File: config.mk
export PLATFORM = sky130hd
export DESIGN_NAME = pll_clk_tree
export DESIGN_NICKNAME = d
export VERILOG_FILES = /design/src/rtl/pll_clk_tree_pkg.sv /design/src/rtl/ptree_div.sv /design/src/rtl/ptree_cfg_regs.sv /design/src/rtl/pll_clk_tree.sv
export SDC_FILE = /design/constraint.sdc
export NUM_CORES = 1
export LEC_CHECK = 0
export ABC_AREA = 1
export BUFFER_PORTS_ARGS = -buffer_cell sky130_fd_sc_hd__buf_2
export CAP_MARGIN = 0
export CORE_UTILIZATION = 53
export DETAILED_ROUTE_END_ITERATION = 10
export HOLD_SLACK_MARGIN = 0.05
export PLACE_DENSITY = 0.73
export SYNTH_ARGS = -nofsm -noshare
export SYNTH_HDL_FRONTEND = slang
export SYNTH_SLANG_ARGS = --single-unit
File: constraint.sdc
create_clock -name vco_clk -period 4.3 [get_ports vco_clk]
set_clock_uncertainty 0.15 [all_clocks]
set_input_delay 0.43 -clock vco_clk [delete_from_list [all_inputs] [get_ports vco_clk]]
set_output_delay 0.43 -clock vco_clk [all_outputs]
set_load 0.005 [all_outputs]
File: src/rtl/pll_clk_tree_pkg.sv
package pll_clk_tree_pkg;

    localparam int PIX_W    = 8;
    localparam int POST_W   = 4;
    localparam int DATA_W   = 8;
    localparam int ADDR_W   = 2;
    localparam int BYTE_DIV = 4;
    localparam int BYTE_W   = $clog2(BYTE_DIV);
    localparam int SEL_BIT  = 1;

    localparam logic [ADDR_W-1:0] A_PIX  = 2'd0;
    localparam logic [ADDR_W-1:0] A_POST = 2'd1;
    localparam logic [ADDR_W-1:0] A_PATH = 2'd2;

    typedef struct packed {
        logic [PIX_W-1:0]  pix;
        logic [POST_W-1:0] post;
        logic              sel;
    } tree_cfg_t;

endpackage

File: src/rtl/ptree_div.sv
// Programmable divider: ratio_m1+1 advance pulses per output period.
// High phase is ceil(ratio/2), low phase floor(ratio/2).
// A new ratio is loaded only at the wrap that ends the current period.
module ptree_div #(
    parameter int W = 4
) (
    input  logic         clk,
    input  logic         rst_n,
    input  logic         adv,
    input  logic [W-1:0] ratio_m1,
    output logic         lvl,
    output logic         wrap,
    output logic         unity
);
    typedef struct packed {
        logic [W-1:0] cnt;
        logic [W-1:0] act;
        logic         lvl;
    } div_state_t;

    localparam logic [W:0] TWO = (W+1)'(2);

    div_state_t s_d, s_q;
    logic [W:0] hi_len;

    always_comb begin
        s_d    = s_q;
        hi_len = '0;
        wrap   = adv && (s_q.cnt == s_q.act);
        if (adv) begin
            if (wrap) begin
                s_d.cnt = '0;
                s_d.act = ratio_m1;
            end else begin
                s_d.cnt = s_q.cnt + 1'b1;
            end
            hi_len  = ({1'b0, s_d.act} + TWO) >> 1;
            s_d.lvl = ({1'b0, s_d.cnt} < hi_len);
        end
    end

    always_ff @(posedge clk or negedge rst_n) begin
        if (!rst_n) s_q <= '0;
        else        s_q <= s_d;
    end

    assign lvl   = s_q.lvl;
    assign unity = (s_q.act == '0);
endmodule

File: src/rtl/ptree_cfg_regs.sv
module ptree_cfg_regs
    import pll_clk_tree_pkg::*;
(
    input  logic              clk,
    input  logic              rst_n,
    input  logic              we,
    input  logic [ADDR_W-1:0] addr,
    input  logic [DATA_W-1:0] wdata,
    output logic [DATA_W-1:0] rdata,
    output tree_cfg_t         cfg
);
    tree_cfg_t r_d, r_q;

    always_comb begin
        r_d = r_q;
        if (we) begin
            case (addr)
                A_PIX:   r_d.pix  = wdata[PIX_W-1:0];
                A_POST:  r_d.post = wdata[POST_W-1:0];
                A_PATH:  r_d.sel  = wdata[SEL_BIT];
                default: ;
            endcase
        end
    end

    always_ff @(posedge clk or negedge rst_n) begin
        if (!rst_n) r_q <= '0;
        else        r_q <= r_d;
    end

    always_comb begin
        rdata = '0;
        case (addr)
            A_PIX:   rdata = DATA_W'(r_q.pix);
            A_POST:  rdata = DATA_W'(r_q.post);
            A_PATH:  rdata[SEL_BIT] = r_q.sel;
            default: rdata = '0;
        endcase
    end

    assign cfg = r_q;
endmodule

File: src/rtl/pll_clk_tree.sv
module pll_clk_tree
    import pll_clk_tree_pkg::*;
(
    input  logic              vco_clk,
    input  logic              rst_n,
    input  logic              cfg_we,
    input  logic [ADDR_W-1:0] cfg_addr,
    input  logic [DATA_W-1:0] cfg_wdata,
    output logic [DATA_W-1:0] cfg_rdata,
    output logic              byte_clk,
    output logic              pix_clk
);
    localparam logic [BYTE_W-1:0] BYTE_M1 = BYTE_W'(BYTE_DIV - 1);

    tree_cfg_t cfg;
    logic post_wrap, half_d, half_q, byte_tick;
    logic byte_lvl, pix_lvl, pix_unity;
    logic post_lvl_unused, post_unity_unused;
    logic byte_wrap_unused, byte_unity_unused, pix_wrap_unused;

    ptree_cfg_regs u_regs (
        .clk   (vco_clk),
        .rst_n (rst_n),
        .we    (cfg_we),
        .addr  (cfg_addr),
        .wdata (cfg_wdata),
        .rdata (cfg_rdata),
        .cfg   (cfg)
    );

    // Indirect path: programmable post-divider on the VCO.
    ptree_div #(.W(POST_W)) u_post (
        .clk      (vco_clk),
        .rst_n    (rst_n),
        .adv      (1'b1),
        .ratio_m1 (cfg.post),
        .lvl      (post_lvl_unused),
        .wrap     (post_wrap),
        .unity    (post_unity_unused)
    );

    // Fixed divide-by-two: toggles once per post-divider period.
    // Path select: raw VCO gives one source edge per cycle; the indirect
    // path gives one source edge per rising edge of the halved clock.
    always_comb begin
        half_d    = half_q ^ post_wrap;
        byte_tick = cfg.sel ? (post_wrap & ~half_q) : 1'b1;
    end

    always_ff @(posedge vco_clk or negedge rst_n) begin
        if (!rst_n) half_q <= 1'b0;
        else        half_q <= half_d;
    end

    // Fixed divide-by-four on the selected source.
    ptree_div #(.W(BYTE_W)) u_byte (
        .clk      (vco_clk),
        .rst_n    (rst_n),
        .adv      (byte_tick),
        .ratio_m1 (BYTE_M1),
        .lvl      (byte_lvl),
        .wrap     (byte_wrap_unused),
        .unity    (byte_unity_unused)
    );

    // Pixel divider straight on the VCO.
    ptree_div #(.W(PIX_W)) u_pix (
        .clk      (vco_clk),
        .rst_n    (rst_n),
        .adv      (1'b1),
        .ratio_m1 (cfg.pix),
        .lvl      (pix_lvl),
        .wrap     (pix_wrap_unused),
        .unity    (pix_unity)
    );

    assign byte_clk = byte_lvl;
    assign pix_clk  = pix_unity ? vco_clk : pix_lvl;
endmodule

# Word-level counts from Yosys, hierarchy flattened
# Index checks and enable logic that the tools add are counted.
# Widths: inputs -> output; s select.
[op_classes]
n_addsub = 5
n_lt_le_gt_ge = 2
n_eq_ne = 5
n_mux = 12
n_bitwise = 3
n_reduce_logical = 6
[op_table]
columns = ["operator", "count"]
rows = [
  ["$mux 8", 2],
  ["$pmux 6 s2", 1],
  ["$add 8x2->9 const B", 1],
  ["$add 8x1->8 const B", 1],
  ["$eq 8x8->1", 1],
  ["$logic_not 8->1", 1],
  ["$lt 8x8->1", 1],
  ["$mux 2", 4],
  ["$reduce_and 2->1", 3],
  ["$add 4x1->4 const B", 1],
  ["$eq 4x4->1", 1],
  ["$mux 4", 1],
  ["$add 2x2->3 const B", 1],
  ["$pmux 1 s3", 1],
  ["$add 2x1->2 const B", 1],
  ["$eq 2x1->1 const B", 1],
  ["$eq 2x2->1", 1],
  ["$eq 2x2->1 const B", 1],
  ["$logic_not 2->1", 1],
  ["$lt 2x2->1", 1],
  ["$mux 1", 2],
  ["$pmux 1 s2", 1],
  ["$and 1x1->1", 1],
  ["$logic_and 1x1->1", 1],
  ["other kinds (2)", 2],
]
[word_totals]
ff_bits = 44
input_bits = 13
out_inout_bits = 10
word_cells = 45

# Longest topological paths before layout
# Gate-level depths: netlist of the first run.
[logic_depth]
word_depth = 8
mapped_depth = 18

# Modules after synthesis
# From an unflattened synthesis of the first run, not the netlist that was laid out.
[hier_totals]
hier_cells = 405
hier_area_um2 = 3067.9
[modules_own_cells]
columns = ["mod", "n_inst", "cells_each", "area_per_inst_um2", "seq_area_each_um2"]
rows = [
  ["ptree_div at u_pix", 1, 185, 1390.1, 425.4],
  ["ptree_div at u_post", 1, 85, 649.4, 225.2],
  ["ptree_cfg_regs", 1, 84, 648.1, 325.3],
  ["ptree_div at u_byte", 1, 40, 309.0, 125.1],
  ["pll_clk_tree", 1, 11, 71.3, 25.0],
]

==> results of run 1 <==
## worst max path at each step
stage	start	endpoint	slack (ps)	cells after the start
2_1_floorplan	vco_clk	pix_clk	1320	1
6_report	vco_clk	pix_clk	930	4
3_3_place_gp	vco_clk	pix_clk	1210	2
4_1_cts	vco_clk	pix_clk	920	4
5_1_grt	vco_clk	pix_clk	920	4
3_5_place_dp	vco_clk	pix_clk	1210	2
## per-stage QoR
step	cell area [sq um]	setup WS, ps
2_1_floorplan	2380	1320
5_1_grt	2710	925
6_report	2710	932
3_5_place_dp	2540	1210
4_1_cts	2710	917
3_3_place_gp	2540	1210
## cells in the final DEF, fill, tap and decap left out, drive strengths merged, types with 2 or more instances in the layout
master  Yosys  final
clkbuf      1      9
o211ai      2      2
a21oi      13     13
nand4       3      3
nand3      10     10
nand2      71     71
buf         1     22
o21ai      28     28
xor2        9      9
xnor2       7      7
dfrtp      44     44
ha         12     12
nor2       33     33
inv        47     47
nor4        2      2
## critical path, cell delays in order
cell and delay, ps:
clkbuf_8 110, clkbuf_8 120, mux2_2 270, buf_2 130
## layer usage
layer | routed length (um) | global-route usage | up-vias
met3 | 185 | 0.0789 | 13
li1 | - | - | 967
met4 | 123 | 0.132 | 0
met2 | 2070 | 0.318 | 34
met1 | 2220 | 0.285 | 880
met5 | 0 | 0 | -
## area by class of cell
type                            instances  share of cell area
Sequential cell                        44               0.406
Multi-Input combinational cell        195               0.400
Inverter                               47              0.0660
Clock buffer                           10              0.0475
Timing Repair Buffer                   22              0.0424
Tap cell                               52              0.0240
Clock inverter                          2              0.0143
## Yosys cell counts
| library cell | n |
|---|---|
| nand2_1 | 66 |
| nand2_2 | 4 |
| buf_8 | 1 |
| ha_1 | 12 |
| inv_1 | 42 |
| nor4_1 | 2 |
| nand3_1 | 10 |
| nor2_2 | 3 |
| inv_4 | 1 |
| or2_2 | 1 |
| o31ai_1 | 1 |
| xnor2_1 | 7 |
| xor2_1 | 9 |
| o21ai_2 | 3 |
| o211ai_1 | 2 |
| dfrtp_1 | 44 |
| mux2_2 | 1 |
| nor3_1 | 1 |
| a21oi_1 | 13 |
| clkbuf_1 | 1 |
| inv_2 | 4 |
| and2_1 | 1 |
| o21ai_1 | 1 |
| nor2_4 | 1 |
| o21ai_0 | 22 |
| nand4_1 | 3 |
| nor2_1 | 29 |
| nand2_4 | 1 |
| o21ai_4 | 2 |
## cells by family (layout without fill, tap and decap cells)
logic type,after synthesis,in the layout,share of synthesized area
and+or+nand+nor,122,122,0.219
buffers and inverters,49,81,0.0829
AOI/OAI and AO/OA,44,44,0.110
DFF,44,44,0.462
xor gates and xnor gates,16,16,0.0588
adders and majority gates,12,12,0.0630
muxes,1,1,0.00472
## sequential cells by signal (all words and copies together), names as in the netlist
| name | flops |
|---|---|
| u_byte.lvl | 1 |
| half_q | 1 |
| u_regs.cfg | 13 |
| u_pix.s_q | 16 |
| u_post.s_q | 8 |
| u_pix.lvl | 1 |
| u_byte.s_q | 4 |
## power breakdown
| part | total (W) | leakage, nW | internal, W | switching [W] |
|---|---|---|---|---|
| Clock | 0.000415 | 0.0871 | 0.000251 | 0.000164 |
| Sequential | 0.000583 | 0.525 | 0.000505 | 0.0000779 |
| Combinational | 0.000346 | 0.822 | 0.000143 | 0.000203 |
## what timing repair did
action,in CTS,in global routing
endpoints found under the hold margin,24,0
hold buffers,1,0
endpoints found under the setup margin,0,0
==> summary.md, run 1 <==
| Metric | Value |
|---|---|
| Drt via density | 5.09 |
| DR pass1 iterations | 4 |
| Worst vdd ir | 0.000317 V |
| Buffers on Ports | 22 |
| Worst EP required | 3720 ps |
| Register area share after synthesis | 0.462 |
| Maximum Capacitance Violations | 0 |
| Worst Setup Start Kind | clock port |
| Setup violations, final | 0 |
| RR Endpoint | u_byte.lvl$_DFFE_PN0P_ |
| Finished Layout Cells | 372 |
| Total track usage | 0.221 |
| IO Pins | 23 |
| Largest net degree at the start of global routing | 45 |
| Area occupied by multi-input gates | 1080 sq um |
| Synthesis-to-layout area growth | 13.8% |
| Share of post-route cells with drive strength above 1 | 0.169 |
| Hold_sp | cfg_wdata[4] |
| Run status | complete, no violations |
| Die Span Y | 69.1 um |
| Placed cell count | 360 |
| Hold Path Stages | 3 |
| Crit Path Class | clock port to output pin |
| Initial core utilization | 0.551 |
| FP Rows | 24 |
| Hpwl dp | 3310 um |
| Post-synth top area cell | dfrtp_1 |
| R2R depth | 14 |
| Util after Layout | 0.627 |
| Syn avg cell area | 8.28 sq um |
| R2R setup slack | 1560 ps |
| Crit end category | output pin |
| Final WL | 4600 um |
| Drt drc | 0 |
| Hold Slack | 112 ps |
| Post-synth top area share | 0.462 |
| Total power | 0.00134 W |
| Ant. Diodes | 0 |
| GRT Residual Overflow | 0 |
| Post-route ant nets | 0 |
| First-pass GRT wire length | 8110 um |
| CTS tree | yes |
| First DRT Iteration DRCs | 89 |
| Fill cell count | 376 |
| Leak | 1.43 nW |
| Synthesized cell area | 2380 sq um |
| Crit-path max FO | 2 |
| Nets | 344 |
| Final hold vios | 0 |
| Worst Tran Pin Value | 969 ps |
| Hold path endpoint | u_regs.cfg[9]$_DFFE_PN0P_ |
| DIE AREA | 4770 sq um |
| PD cells | 496 nW/um^2 |
| Reg2reg start | u_post.s_q[6]$_DFF_PN0_ |
| Data arrival time of the critical path | 2790 ps |
| Setup bufs post-CTS | 0 |
| Yosys warnings | 0 |
| Post-synthesis register bit count | 44 |
| WL/cell | 12.4 um |
| Post-Syn Instances | 288 |
| Reg clk slew, reported paths | 80 ps |
| Hold Crit Class | input pin to register |
| Synth top area cells | dfrtp_1 46%, nand2_1 10%, inv_1 6.6% |
| Setup TNS | 0 ps |
| Unrepaired setup endpoints after global routing | no |
| Die width | 69.1 um |
| Core Region | 4320 sq um |
| Syn_nets | 313 |
| Placer Congestion | 0.818 |
| Worst-Skew Late Latency | 410 ps |
| Vias | 1,894 |
| Initial antenna violation count | 0 |
| Library cells used by synthesis | 29 |
| Sequential cell area | 1100 sq um |
| Relative slew slack | 0.354 |
| Max-slew violation count | 0 |
| Vias in the first global route | 1,839 |
| Post-cts sizing count | 0 |
No activity file was read; power rests on OpenSTA's default activity.
==> inputs of run 2 (changes only) <==
- clock period: 4.3 -> 3.1 ns (I/O delays scaled with it)
==> run 2 against run 1 <==
Routed wire length up 4.0%. First-iteration DRC count grew 7.9%. Count of clock-buffer cells in the layout is the same. Design area increased by 3.3%. Critical path depth up 10. Combinational power grew 41%. Global-route usage is 0.88 points higher. Worst setup slack got worse by 570 ps. Clock power rose by 40%. Power rose by 40%. Largest cell class unchanged.
==> summary.md, run 2 (synthesis gave the netlist of run 1 again) <==
| Metric | Value |
|---|---|
| Run status | complete, no violations |
| Crit share post-route | 0.884 |
| Initial core utilization | 0.551 |
| First-pass GRT wire length | 8340 um |
| Setup bufs post-CTS | 0 |
| DR pass1 iterations | 4 |
| Die Span Y | 69.1 um |
| Worst Tran Pin Value | 966 ps |
| Leak | 1.47 nW |
| Worst EP required | 3270 ps |
| Ant. Diodes | 0 |
| Largest net degree at the start of global routing | 45 |
| DIE AREA | 4770 sq um |
| WL/cell | 12.6 um |
| Biggest register | u_pix.s_q |
| Critical path's top delay family | compound AO/OA/AOI/OAI gates |
| Placer Congestion | 0.818 |
| Worst vdd ir | 0.000442 V |
| Maximum Capacitance Violations | 0 |
| Drt drc | 0 |
| Setup violations, final | 0 |
| Post-route ant nets | 0 |
| Post-route minimum period | 2740 ps |
| Slowest CP cell | dfrtp_1 |
| Cts hold-fix bufs | 10 |
| Hpwl dp | 3310 um |
| CTS tree | yes |
| Reg clk slew, reported paths | 80 ps |
| Crit-path max cell delay | 420 ps |
| Buffers on Ports | 22 |
| Unrepaired setup endpoints after global routing | no |
| Highest Clock Rate | 365 MHz |
| Total track usage | 0.230 |
| Fill cell count | 364 |
| Initial antenna violation count | 0 |
| Die width | 69.1 um |
| Nets | 353 |
| Share of post-route cells with drive strength above 1 | 0.164 |
| Hold Crit Class | input pin to register |
| First DRT Iteration DRCs | 96 |
| Vias | 1,929 |
| Buf+Inv Stages, Crit Path | 2 |
| PD cells | 670 nW/um^2 |
| Relative slew slack | 0.356 |
| Crit end category | register |
| Synthesis-to-layout area growth | 17.6% |
| Crit-path max FO | 9 |
| Setup TNS | 0 ps |
| Commonest non-fill, non-tap cells in the layout | 66 x nand2_1, 44 x dfrtp_1, 42 x inv_1 |
| FP Rows | 24 |
| Core Region | 4320 sq um |
| GRT Residual Overflow | 0 |
| Worst-Skew Late Latency | 410 ps |
| Vias in the first global route | 1,899 |
| Data arrival time of the critical path | 2910 ps |
| Most common cell after layout, fill and taps aside | nand2_1 |
| Final WL | 4790 um |
| Final hold vios | 0 |
| Max-slew violation count | 0 |
| Util after Layout | 0.648 |
| Worst path cell trace | or2_2, a21oi_1, nand2_1, inv_1, ha_1, nor2_1, inv_1, o211ai_1, a21oi_1, a21oi_1, ha_1, o31ai_1, nand2_1, nand2_1 |
| Number of flip-flops in the largest register | 16 |
| Drt via density | 5.06 |
| Worst Setup Start Kind | register |
| Post-cts sizing count | 0 |
| IO Pins | 23 |
| Crit Path Class | register to register |
[run 2: power by group]
group          total (W)  switching, W  internal [W]
Combinational   0.000489      0.000283      0.000206
Clock           0.000580      0.000232      0.000348
Sequential      0.000808      0.000108      0.000701
[run 2: cell type report]
| class | count | area (sq um) | share of cell area |
|---|---|---|---|
| tap | 52 | 65.1 | 0.0232 |
| inverter | 47 | 179 | 0.0638 |
| timing repair buffer | 31 | 205 | 0.0732 |
| multi-input combinational | 195 | 1080 | 0.387 |
| clock inverter | 2 | 38.8 | 0.0138 |
| sequential | 44 | 1100 | 0.393 |
| clock buffer | 10 | 129 | 0.0460 |
[run 2: worst reg2reg max path: cells and delay by family, from the launching register on]
family                   cells  cell delay [ps]
adder cells (fa/ha/maj)      2              460
flip-flops                   1              420
buffers and inverters        2              310
AO/OA/AOI/OAI                5              690
AND/OR/NAND/NOR              5              620
[run 2: metal layers]
layer	vias to the layer above	wire length [um]	GRT usage
met2	32	2170	0.333
met4	0	181	0.147
met3	18	158	0.0892
li1	985	-	-
met1	894	2280	0.285
met5	-	0	0
[run 2: path summary, 6_finish.rpt]
kind | from | endpoint | slack [ps] | depth (start not counted)
max | u_post.s_q[6]$_DFF_PN0_ | u_byte.lvl$_DFFE_PN0P_ | 360 | 14
min | cfg_addr[1] | u_regs.cfg[0]$_DFFE_PN0P_ | 60 | 3
max reg2reg | u_post.s_q[6]$_DFF_PN0_ | u_byte.lvl$_DFFE_PN0P_ | 360 | 14
min reg2reg | u_byte.s_q[1]$_DFFE_PN0P_ | u_byte.s_q[1]$_DFFE_PN0P_ | 330 | 2
max in group asynchronous | rst_n | u_pix.s_q[3]$_DFF_PN0_ | 1770 | 2
min in group asynchronous | rst_n | u_pix.s_q[15]$_DFF_PN0_ | 420 | 2
[run 2: metrics by stage]
stage	worst slack, ps	total power (W)	cells	cell area [sq um]	hold slack [ps]
final	358	0.00188	381	2800	62.8
after CTS	370	0.00190	381	2800	51.9
after global placement	414	0.00128	360	2540	306
after global routing	94.3	0.00202	381	2800	110
after floorplan	664	0.00117	288	2380	-136
after detailed placement	390	0.00130	360	2540	319
